File: config.mk
export PLATFORM = sky130hd
export DESIGN_NAME = blk_xfer_engine
export DESIGN_NICKNAME = d
export VERILOG_FILES = /design/src/rtl/blk_xfer_pkg.sv /design/src/rtl/blk_xfer_seq.sv /design/src/rtl/blk_xfer_regs.sv /design/src/rtl/blk_xfer_engine.sv
export SDC_FILE = /design/constraint.sdc
export NUM_CORES = 1
export LEC_CHECK = 0
export ABC_AREA = 1
export BUFFER_PORTS_ARGS = -buffer_cell sky130_fd_sc_hd__buf_2
export CAP_MARGIN = 20
export CORE_MARGIN = 2
export CORE_UTILIZATION = 40
export CTS_CLUSTER_SIZE = 28
export DETAILED_ROUTE_END_ITERATION = 10
export SLEW_MARGIN = 20
export SYNTH_ARGS = -nofsm -noshare
export SYNTH_HDL_FRONTEND = slang
export SYNTH_HIERARCHICAL = 1
export SYNTH_SLANG_ARGS = --single-unit
File: constraint.sdc
create_clock -name clk -period 6 [get_ports clk]
set_input_delay 0.6 -clock clk [delete_from_list [all_inputs] [get_ports clk]]
set_output_delay 0.6 -clock clk [all_outputs]
set_load 0.02 [all_outputs]
File: src/rtl/blk_xfer_pkg.sv
package blk_xfer_pkg;

  // Sequencer phases: idle, address phase of the read, action phase
  typedef enum logic [1:0] {
    ST_IDLE  = 2'd0,
    ST_FETCH = 2'd1,
    ST_ACT   = 2'd2
  } xfer_state_e;

  // Operation kind latched at start
  typedef enum logic {
    MODE_COPY   = 1'b0,
    MODE_SEARCH = 1'b1
  } xfer_mode_e;

endpackage

File: src/rtl/blk_xfer_seq.sv
module blk_xfer_seq
  import blk_xfer_pkg::*;
(
  input  logic        clk,
  input  logic        rst_n,
  input  logic        start,
  input  logic        fin,
  output xfer_state_e state_q,
  output logic        load_evt,
  output logic        fetch_evt,
  output logic        step_evt,
  output logic        busy,
  output logic        done_q
);

  xfer_state_e state_d;

  always_comb begin
    load_evt  = start && (state_q == ST_IDLE);
    fetch_evt = (state_q == ST_FETCH);
    step_evt  = (state_q == ST_ACT);
    busy      = (state_q != ST_IDLE);
  end

  always_comb begin
    state_d = state_q;
    unique case (state_q)
      ST_IDLE:  if (start) state_d = ST_FETCH;
      ST_FETCH: state_d = ST_ACT;
      ST_ACT:   state_d = fin ? ST_IDLE : ST_FETCH;
      default:  state_d = ST_IDLE;
    endcase
  end

  always_ff @(posedge clk or negedge rst_n) begin
    if (!rst_n) begin
      state_q <= ST_IDLE;
      done_q  <= 1'b0;
    end else begin
      state_q <= state_d;
      done_q  <= step_evt && fin;
    end
  end


  done_pulse_chk: assert property (@(posedge clk) disable iff (!rst_n)
    done_q |=> !done_q);


  done_idle_chk: assert property (@(posedge clk) disable iff (!rst_n)
    done_q |-> !busy);


  fetch_then_act_chk: assert property (@(posedge clk) disable iff (!rst_n)
    fetch_evt |=> step_evt);

endmodule

File: src/rtl/blk_xfer_regs.sv
module blk_xfer_regs
  import blk_xfer_pkg::*;
#(
  parameter int AW = 16,
  parameter int DW = 8,
  parameter int CW = 16
) (
  input  logic          clk,
  input  logic          rst_n,
  input  logic          start,
  input  logic          busy,
  input  logic          load_evt,
  input  logic          step_evt,
  input  logic          hit_evt,
  input  logic [AW-1:0] cfg_src,
  input  logic [AW-1:0] cfg_dst,
  input  logic [CW-1:0] cfg_count,
  input  logic [DW-1:0] cfg_key,
  input  logic          cfg_dir,
  input  logic          cfg_repeat,
  input  xfer_mode_e    cfg_mode,
  output logic [AW-1:0] src_q,
  output logic [AW-1:0] dst_q,
  output logic [CW-1:0] cnt_q,
  output logic [DW-1:0] key_q,
  output logic          dir_q,
  output logic          rep_q,
  output xfer_mode_e    mode_q,
  output logic          match_q
);

  localparam logic [AW-1:0] A_ONE = AW'(1);
  localparam logic [CW-1:0] C_ONE = CW'(1);

  // Pointer arithmetic, modulo 2**AW
  function automatic logic [AW-1:0] ptr_next(input logic [AW-1:0] p, input logic dec);
    return dec ? (p - A_ONE) : (p + A_ONE);
  endfunction

  // Count arithmetic, modulo 2**CW (zero start wraps to all ones)
  function automatic logic [CW-1:0] cnt_next(input logic [CW-1:0] c);
    return c - C_ONE;
  endfunction

  always_ff @(posedge clk or negedge rst_n) begin
    if (!rst_n) begin
      src_q   <= '0;
      dst_q   <= '0;
      cnt_q   <= '0;
      key_q   <= '0;
      dir_q   <= 1'b0;
      rep_q   <= 1'b0;
      mode_q  <= MODE_COPY;
      match_q <= 1'b0;
    end else if (load_evt) begin
      src_q   <= cfg_src;
      dst_q   <= cfg_dst;
      cnt_q   <= cfg_count;
      key_q   <= cfg_key;
      dir_q   <= cfg_dir;
      rep_q   <= cfg_repeat;
      mode_q  <= cfg_mode;
      match_q <= 1'b0;
    end else if (step_evt) begin
      src_q   <= ptr_next(src_q, dir_q);
      if (mode_q == MODE_COPY) dst_q <= ptr_next(dst_q, dir_q);
      cnt_q   <= cnt_next(cnt_q);
      match_q <= hit_evt;
    end
  end


  cnt_dec_chk: assert property (@(posedge clk) disable iff (!rst_n)
    step_evt |=> (($past(cnt_q) - cnt_q) == C_ONE));


  src_up_chk: assert property (@(posedge clk) disable iff (!rst_n)
    (step_evt && !dir_q) |=> ((src_q - $past(src_q)) == A_ONE));


  src_down_chk: assert property (@(posedge clk) disable iff (!rst_n)
    (step_evt && dir_q) |=> (($past(src_q) - src_q) == A_ONE));


  search_dst_hold_chk: assert property (@(posedge clk) disable iff (!rst_n)
    (step_evt && mode_q == MODE_SEARCH) |=> $stable(dst_q));


  busy_start_chk: assert property (@(posedge clk) disable iff (!rst_n)
    (busy && start && !step_evt) |=> ($stable(src_q) && $stable(dst_q) && $stable(cnt_q) && $stable(mode_q)));

endmodule

File: src/rtl/blk_xfer_engine.sv
module blk_xfer_engine
  import blk_xfer_pkg::*;
#(
  parameter int AW = 16,
  parameter int DW = 8,
  parameter int CW = 16
) (
  input  logic          clk,
  input  logic          rst_n,
  input  logic          start,
  input  logic [AW-1:0] cfg_src,
  input  logic [AW-1:0] cfg_dst,
  input  logic [CW-1:0] cfg_count,
  input  logic [DW-1:0] cfg_key,
  input  logic          cfg_dir,
  input  logic          cfg_repeat,
  input  logic          cfg_mode,
  output logic [AW-1:0] mem_addr,
  input  logic [DW-1:0] mem_rdata,
  output logic [DW-1:0] mem_wdata,
  output logic          mem_we,
  output logic [AW-1:0] src_ptr,
  output logic [AW-1:0] dst_ptr,
  output logic [CW-1:0] count,
  output logic          busy,
  output logic          done,
  output logic          match,
  output logic          count_nz
);

  localparam logic [CW-1:0] C_ONE = CW'(1);

  xfer_state_e   state_q;
  logic          load_evt, fetch_evt, step_evt, fin, hit_evt, last_cnt;
  logic [AW-1:0] src_q, dst_q;
  logic [CW-1:0] cnt_q;
  logic [DW-1:0] key_q;
  logic          dir_q, rep_q, match_q;
  xfer_mode_e    mode_q;

  blk_xfer_seq u_seq (
    .clk       (clk),
    .rst_n     (rst_n),
    .start     (start),
    .fin       (fin),
    .state_q   (state_q),
    .load_evt  (load_evt),
    .fetch_evt (fetch_evt),
    .step_evt  (step_evt),
    .busy      (busy),
    .done_q    (done)
  );

  blk_xfer_regs #(.AW(AW), .DW(DW), .CW(CW)) u_regs (
    .clk        (clk),
    .rst_n      (rst_n),
    .start      (start),
    .busy       (busy),
    .load_evt   (load_evt),
    .step_evt   (step_evt),
    .hit_evt    (hit_evt),
    .cfg_src    (cfg_src),
    .cfg_dst    (cfg_dst),
    .cfg_count  (cfg_count),
    .cfg_key    (cfg_key),
    .cfg_dir    (cfg_dir),
    .cfg_repeat (cfg_repeat),
    .cfg_mode   (xfer_mode_e'(cfg_mode)),
    .src_q      (src_q),
    .dst_q      (dst_q),
    .cnt_q      (cnt_q),
    .key_q      (key_q),
    .dir_q      (dir_q),
    .rep_q      (rep_q),
    .mode_q     (mode_q),
    .match_q    (match_q)
  );

  // Memory port: source during fetch and search compare, destination on copy write
  always_comb begin
    mem_addr  = (step_evt && mode_q == MODE_COPY) ? dst_q : src_q;
    mem_we    = step_evt && (mode_q == MODE_COPY);
    mem_wdata = mem_rdata;
  end

  // Step outcome and termination
  always_comb begin
    hit_evt  = step_evt && (mode_q == MODE_SEARCH) && (mem_rdata == key_q);
    last_cnt = (cnt_q == C_ONE);
    fin      = !rep_q || last_cnt || hit_evt;
  end

  assign src_ptr  = src_q;
  assign dst_ptr  = dst_q;
  assign count    = cnt_q;
  assign match    = match_q;
  assign count_nz = |cnt_q;


  rep_copy_end_chk: assert property (@(posedge clk) disable iff (!rst_n)
    (done && rep_q && mode_q == MODE_COPY) |-> (count == '0));


  rep_search_end_chk: assert property (@(posedge clk) disable iff (!rst_n)
    (done && rep_q && mode_q == MODE_SEARCH) |-> ((count == '0) || match));


  match_source_chk: assert property (@(posedge clk) disable iff (!rst_n)
    $rose(match) |-> ($past(hit_evt) && $past(mode_q) == MODE_SEARCH));


  write_only_act_chk: assert property (@(posedge clk) disable iff (!rst_n)
    mem_we |-> ($past(fetch_evt) && busy));

endmodule

==> out/results.tsv, run 1 <==
metric	value	unit
final_util	50.0	%
relSlewSlack	43.2	%
cp-startpoint	u_seq/state_q[0]	
multiInputGateArea	0.00312	mm²
initial_utilization	41.1	%
grt_pass1_wl	25000	µm
cellLeakagePower	0.00357	µW
path_max_fanout	18	
r2r_setup_slack	3.40	ns
post_layout_nonfiller_instances	1098	
postCtsHoldBufs	0	
seq_power_share	20.7	%
place_hpwl	11400	µm
syn_inst	786	
placementRows	41	
crit_slowest_cell	dfrtp_1	
drtPass1Iterations	4	
layout_min_cycle_time	2.70	ns
routed_via_density	4.89	
grt_antenna_before_repair	0	
hold_violations	0	
setup_viol	0	
wire_per_inst	13.9	µm
final_max_slew_viol_count	0	
grt_max_degree	64	
track_usage	22.4	%
worstSetupEndpointType	primary output	
cts_tree	built	
worstHoldPathType	input pin to async pin	
tns	0	ns
worstMarginPinSlew	0.852	ns
fin_nets	1022	
fmax	370	MHz
die_area	0.0139	mm²
drt-total-wl	15200	µm
worstReg2RegStart	u_seq/state_q[1]	
status	finished, final reports clean	
cts_buffers	9	
dp_cells	1082	
cts.sinks	63	
worstReg2RegEnd	u_regs/dst_q[6]	
vias	5370	
netlist_area	0.00521	mm²
die_w	118	µm
drc	0	
cap_viol_max_count	0	
postCtsSetupBuffers	0	
pin_count	147	
syn2layout_area_growth	21.6	%
critPathKind	flip-flop to primary output	
core-area	0.0127	mm²
gp_congestion	0.833	
p_per_area	711	mW/mm²
clockBufferDepth	2	
die_h	118	µm
cp_data_required_time	5.40	ns
power_switching_share	54.2	%
cp_slowest_stage_delay	0.38	ns
cts_resized	0	
min_period_over_period	45.0	%
clockPowerShare	12.7	%
ant_nets	0	
reg2reg_depth	10	
cp_cell_sequence	inv_1 > nand2_1 > inv_1 > inv_1 > nor2_4 > inv_2 > nand2_1 > nand2_1 > buf_2	
rsz0062_at_grt	false	
insertion_delay	0.34	ns
start_kind	flip-flop	
globalRouteOverflowTotal	0	
power	4500	µW
fillCellCount	1345	
layout-drive-gt1-share	21.1	%
p_int	2060	µW
drt_iter0_markers	285	
clk_pin_slew	0.06	ns
skew	0.00873	ns
htreeDepth	3	
seq_area	0.00158	mm²
cp.arrival	2.10	ns
cp-endpoint	mem_addr[4]	
ir_worst_vdd	354	µV
portBuffers	146	
ys_warn_count	6	
insertedDiodeCount	0	
combPwrFrac	66.7	%
clock-root-buffer	clkbuf_16	
first_global_vias	5064	
synth.avg_cell_area	6.63	µm²
p_switching	2440	µW
syn_nets	887	
## critical path: cells and delay by family (launching register included)
family	cells	cell delay (ns)
flops	1	0.38
simple gates	4	0.61
buf+inv	5	0.78
## flip-flops by register name, summed over array words and instances (netlist names)
name            cells
u_regs/rep_q        1
u_regs/dst_q       16
u_regs/mode_q       1
u_regs/key_q        8
u_seq/state_q       2
u_regs/match_q      1
u_regs/dir_q        1
u_regs/src_q       16
u_regs/cnt_q       16
u_seq/done_q        1
## placed cells by master, fill, tap and decap left out, types with 4 or more instances in the layout
| master | n |
|---|---|
| nor2_4 | 4 |
| a22oi_1 | 19 |
| nand4_1 | 6 |
| nand3_1 | 41 |
| o211ai_1 | 8 |
| dfrtp_1 | 63 |
| nor3_1 | 6 |
| inv_2 | 9 |
| inv_1 | 80 |
| o221ai_1 | 5 |
| nand3b_1 | 7 |
| xor2_1 | 10 |
| nor2_1 | 70 |
| ha_1 | 29 |
| o21ai_1 | 9 |
| xnor2_1 | 11 |
| o21ai_0 | 12 |
| buf_2 | 146 |
| clkbuf_16 | 9 |
| a21oi_1 | 32 |
| nand2_1 | 309 |
## metal layers
layer  part of all wire [%]  vias up  track usage [%]
met2                     46      150             36.3
met3                    6.3       13             6.20
met1                     47     2417             29.3
met5                      0        -                0
met4                    1.4        0             5.95
li1                       -     2790                -
## layout make-up
class	instances	share of cell area, %
Clock inverter	7	1.52
Clock buffer	9	3.56
Inverter	91	5.47
Timing Repair Buffer	149	11.9
Tap cell	172	3.40
Sequential cell	63	24.9
Multi-Input combinational cell	607	49.3
## stage by stage
step	hold slack, ns	setup slack [ns]	instance area, µm²
5_1_grt	0.457	3.10	6330
4_1_cts	0.447	3.29	6330
2_1_floorplan	0.304	3.76	5210
3_3_place_gp	0.451	3.26	6010
3_5_place_dp	0.481	3.17	6010
6_report	0.438	3.30	6330
## power groups by stage
stage	sequential [µW]	clock [µW]	combinational [µW]
after global placement	944	0	2950
after floorplan	1070	0	2070
after detailed placement	937	0	2980
after CTS	934	581	3000
final	930	570	3000
after global routing	972	602	3400
## worst min-delay path by stage
stage,from,end,slack (ns),cells after the start
3_3_place_gp,u_regs/rep_q,u_regs/rep_q,0.45,2
6_report,rst_n,u_regs/dst_q[10],0.44,2
3_5_place_dp,u_regs/key_q[4],u_regs/key_q[4],0.48,2
5_1_grt,cfg_key[3],u_regs/key_q[3],0.46,3
4_1_cts,cfg_key[2],u_regs/key_q[2],0.45,3
2_1_floorplan,rst_n,u_regs/cnt_q[0],0.30,0
No activity file was read; power rests on OpenSTA's default activity.
==> run 2: changes to the inputs <==
ABC_AREA = 0   (was 1)
PLACE_DENSITY = 0.68   (was unset)
clock period = 2.35 ns   (was 6 ns; I/O delays follow)
==> run 2 against run 1 <==
Against the previous run:
- total power grew to 3.1 times the previous value
- the flow now finishes with violations (setup timing)
- final area grew 11%
- largest power group unchanged
- critical endpoint is now u_regs/dst_q[15]
- register-to-register slack lost 3.5 ns
==> out/results.tsv, run 2 <==
metric	value	unit
whs	0.0986	ns
cp_data_required_time	2.58	ns
start_kind	flip-flop	
status	finished, violations left	
layout_min_cycle_time	2.48	ns
grt_pass1_wl	23600	µm
power_switching_share	45.0	%
netlist_area	0.00469	mm²
clock-root-buffer	clkbuf_16	
fin_nets	831	
clk_pin_slew	0.06	ns
syn2layout_area_growth	50.3	%
die_w	112	µm
layout-drive-gt1-share	48.6	%
gp_congestion	0.930	
cap_viol_max_count	0	
path_max_fanout	6	
skew	0.00559	ns
finalWorstSetupSlack	-0.129	ns
fmax	403	MHz
grt_antenna_before_repair	0	
ant_nets	0	
placementRows	39	
clockPowerShare	9.6	%
ir_worst_vdd	1180	µV
use_met1	29.4	%
clockBufferDepth	2	
top_regs	u_regs/cnt_q (16), u_regs/dst_q (16), u_regs/src_q (16)	
pin_count	147	
worstHoldPathType	input pin to flip-flop	
ys_warn_count	6	
relSlewSlack	55.6	%
cts_tree	built	
p_switching	6320	µW
final_common_cell	buf_2	
min_period_over_period	105	%
synth.avg_cell_area	9.22	µm²
grt.busiest_layer	met2	
pre_cts_ws	-0.290	ns
stdcell_area	0.00704	mm²
critPathKind	flip-flop to flip-flop	
insertedDiodeCount	0	
drt-total-wl	14700	µm
rsz0062_at_grt	true	
drtPass1Iterations	4	
combPwrFrac	73.5	%
syn_nets	609	
grt_max_degree	61	
gr-usage-met3	6.05	%
seq_power_share	16.9	%
use_met2	38.1	%
cts.sinks	63	
core-area	0.0114	mm²
portBuffers	146	
dp_cells	845	
p_int	7730	µW
r2r_setup_slack	-0.13	ns
p_per_area	2000	mW/mm²
die_area	0.0126	mm²
post_layout_nonfiller_instances	877	
insertion_delay	0.34	ns
globalRouteOverflowTotal	0	
violations	setup timing	
tns	-0.979	ns
cts_buffers	9	
worstSetupEndpointType	flip-flop	
final_max_slew_viol_count	0	
cellLeakagePower	0.00326	µW
initial_utilization	41.0	%
syn_inst	508	
placed_area	0.00613	mm²
htreeDepth	3	
final_cell_mix	buf_2, buf_4, dfrtp_1, nand2_1, o21ai_0	
hold_violations	0	
first_global_vias	4762	
place_hpwl	10600	µm
track_usage	23.5	%
vias	4685	
drc	0	
cp.arrival	2.70	ns
die_h	112	µm
drt_iter0_markers	201	
worstMarginPinSlew	0.666	ns
wire_per_inst	16.7	µm
routed_via_density	5.34	
setup_viol	13	
run 2: power by group through the flow:
| stage | sequential [µW] | combinational, µW | clock (µW) |
|---|---|---|---|
| final | 2370 | 10300 | 1350 |
| after global routing | 2440 | 11200 | 1430 |
| after CTS | 2360 | 9630 | 1390 |
| after detailed placement | 2400 | 8460 | 0 |
| after global placement | 2370 | 8270 | 0 |
| after floorplan | 2770 | 4930 | 0 |
run 2: final cells by class:
cell class	count	area (µm²)
timing repair buffer	242	1590
multi-input combinational	405	3360
inverter	9	33.8
fill	952	4380
sequential	63	1580
clock buffer	11	253
clock inverter	4	45.0
tap	143	179
run 2: worst max-delay path, stage by stage, from the launching register on:
cell     delay [ns]
dfrtp_4        0.55
buf_12         0.18
ha_4           0.22
and3_4         0.18
and3_4         0.17
a211o_1        0.26
or2_4          0.26
a221o_1        0.32
xnor2_1        0.14
o21ai_1        0.07
run 2: repair_timing:
item                                   in CTS  in global routing
setup buffers                              12                  3
resized for setup                          47                 35
pin swaps                                  36                 22
endpoints found under the hold margin      24                  0
hold buffers                                1                  0
cloned                                      1                  0
setup endpoints to repair                  17                 20
run 2: worst paths after layout:
kind / from / end / cells past startpoint
setup / recovery: u_regs/dir_q / u_regs/dst_q[15] / 9
hold / removal: cfg_count[11] / u_regs/cnt_q[11] / 3
max in group asynchronous: rst_n / u_seq/state_q[1] / 3
hold reg to reg: u_regs/rep_q / u_regs/rep_q / 1
min in group asynchronous: rst_n / u_regs/src_q[11] / 2
setup reg to reg: u_regs/dir_q / u_regs/dst_q[15] / 9
run 2: through the flow:
step | power, µW | util, %
6_report | 14100 | 61.7
5_1_grt | 15100 | 61.7
4_1_cts | 13400 | 60.3
3_5_place_dp | 10900 | 53.7
3_3_place_gp | 10600 | 53.7
2_1_floorplan | 7690 | -
run 2: per-layer routing:
layer / share of wire, % / routed length (µm) / vias to the layer above
met2: 48 / 7030 / 167
met4: 3.0 / 440 / 0
li1: - / - / 2266
met3: 7.1 / 1040 / 27
met1: 42 / 6140 / 2225
met5: 0 / 0 / -
==> run 3: changes to the inputs <==
BUFFER_PORTS_ARGS = unset   (was -buffer_cell sky130_fd_sc_hd__buf_2)
DONT_BUFFER_PORTS = 1   (was unset)
PLACE_DENSITY = unset   (was 0.68)
==> run 3 against run 2 <==
Against the previous run:
- the run still ends with setup timing left
- via count fell by 12%
- register-to-register slack lost 0.04 ns
- fmax decreased by 1.4%
- worst setup slack worse by 0.036 ns
- die area is the same
- critical path depth up 2
==> out/results.tsv, run 3 (synthesis results as in run 2) <==
metric	value	unit
final_max_slew_viol_count	0	
pin_count	147	
relSlewSlack	70.4	%
min_period_over_period	107	%
core-area	0.0114	mm²
drt_iter0_markers	214	
cp_data_required_time	2.57	ns
start_kind	flip-flop	
path_max_fanout	5	
drtPass1Iterations	4	
first_global_vias	4278	
initial_utilization	41.0	%
vias	4137	
final_util	55.7	%
grt_max_degree	64	
die_w	112	µm
cp.arrival	2.74	ns
place_hpwl	10100	µm
rsz0062_at_grt	true	
hold_violations	0	
clock-root-buffer	clkbuf_16	
die_area	0.0126	mm²
wire_per_inst	19.0	µm
gp_congestion	0.931	
fin_nets	689	
setup_viol	12	
worstSetupEndpointType	flip-flop	
critPathKind	flip-flop to flip-flop	
routed_via_density	5.62	
top_regs	u_regs/cnt_q (16), u_regs/dst_q (16), u_regs/src_q (16)	
fmax	398	MHz
skew	0.00624	ns
grt_pass1_wl	21900	µm
worstMarginPinSlew	0.440	ns
placementRows	39	
status	finished, violations left	
final_cell_mix	buf_4, dfrtp_1, nand2_1, o21ai_0, xnor2_1	
htreeDepth	3	
track_usage	22.1	%
cts_buffers	9	
syn2layout_area_growth	35.8	%
layout-drive-gt1-share	35.6	%
cts_tree	built	
clockBufferDepth	2	
globalRouteOverflowTotal	0	
ant_nets	0	
pre_cts_ws	-0.142	ns
finalWorstSetupSlack	-0.165	ns
insertedDiodeCount	0	
violations	setup timing	
layout_min_cycle_time	2.51	ns
grt_antenna_before_repair	0	
final_common_cell	buf_4	
drt-total-wl	14000	µm
portBuffers	0	
worstHoldPathType	input pin to flip-flop	
fillCellCount	1013	
drc	0	
clk_pin_slew	0.06	ns
cap_viol_max_count	0	
cts.sinks	63	
insertion_delay	0.34	ns
die_h	112	µm
-- run 3: cell count changes in the layout (fill, tap and decap cells not counted), moves of 2 or more --
| cell | change |
|---|---|
| clkinv_2 | -3 |
| buf_2 | -146 |
| o21ai_0 | +3 |
| bufinv_16 | +3 |
| o21ai_1 | -3 |
| and2_1 | -2 |
| a21oi_1 | +3 |
| a21oi_2 | -3 |
| buf_12 | -4 |
| buf_4 | +6 |
-- run 3: worst paths after layout --
kind	depth (start not counted)	start	endpoint	slack (ns)
worst max-delay path	11	u_regs/dir_q	u_regs/src_q[14]	-0.16
worst min-delay path	2	cfg_count[10]	u_regs/cnt_q[10]	0.02
worst max register to register	11	u_regs/dir_q	u_regs/src_q[14]	-0.16
worst min register to register	1	u_seq/state_q[1]	u_seq/state_q[1]	0.50
max in group asynchronous	2	rst_n	u_regs/dir_q	1.63
min in group asynchronous	2	rst_n	u_regs/src_q[10]	0.45
-- run 3: area by class of cell --
cell class | count | area [µm²] | area share (%)
Multi-Input combinational cell | 405 | 3340 | 52.4
Sequential cell | 63 | 1580 | 24.8
Timing Repair Buffer | 100 | 852 | 13.4
Clock buffer | 11 | 253 | 3.97
Tap cell | 143 | 179 | 2.81
Clock inverter | 5 | 128 | 2.01
Inverter | 9 | 33.8 | 0.531
-- run 3: layer usage --
| metal | part of all wire (%) | vias up | track usage [%] |
|---|---|---|---|
| met4 | 3.1 | 0 | 10.9 |
| li1 | - | 1976 | - |
| met1 | 41 | 1977 | 26.9 |
| met2 | 48 | 157 | 35.7 |
| met3 | 7.4 | 27 | 6.64 |
| met5 | 0 | - | 0 |
-- run 3: through the flow --
stage | std cells | setup TNS, ns | cell area [µm²] | hold slack [ns]
after floorplan | 508 | -0.0622 | 4770 | -0.0606
after global placement | 712 | -0.810 | 5510 | -0.0572
after detailed placement | 712 | -1.34 | 5510 | -0.0572
after CTS | 735 | -0.889 | 6140 | 0.00782
after global routing | 736 | -2.33 | 6360 | 0.0172
final | 736 | -0.889 | 6360 | 0.0162
-- run 3: critical path, cell delays in order (launching register included) --
cell and delay [ns]:
dfrtp_4 0.52, buf_6 0.15, buf_8 0.13, ha_4 0.25, o21a_1 0.17, o21ai_2 0.18, buf_4 0.16, o21ai_0 0.11
a21oi_1 0.22, o21ai_2 0.10, mux2i_1 0.13, a221o_1 0.26
-- run 3: timing repair --
action                                 in CTS  in global routing
pin swaps                                  26                 37
setup endpoints to repair                  16                 21
hold buffers                                2                  0
resized for setup                          37                 45
buffers inserted                            6                  2
endpoints found under the hold margin      63                  0
Power of run 3 is not shown: default switching activity piles up to over one toggle a cycle in this logic, so the estimate is an artifact.
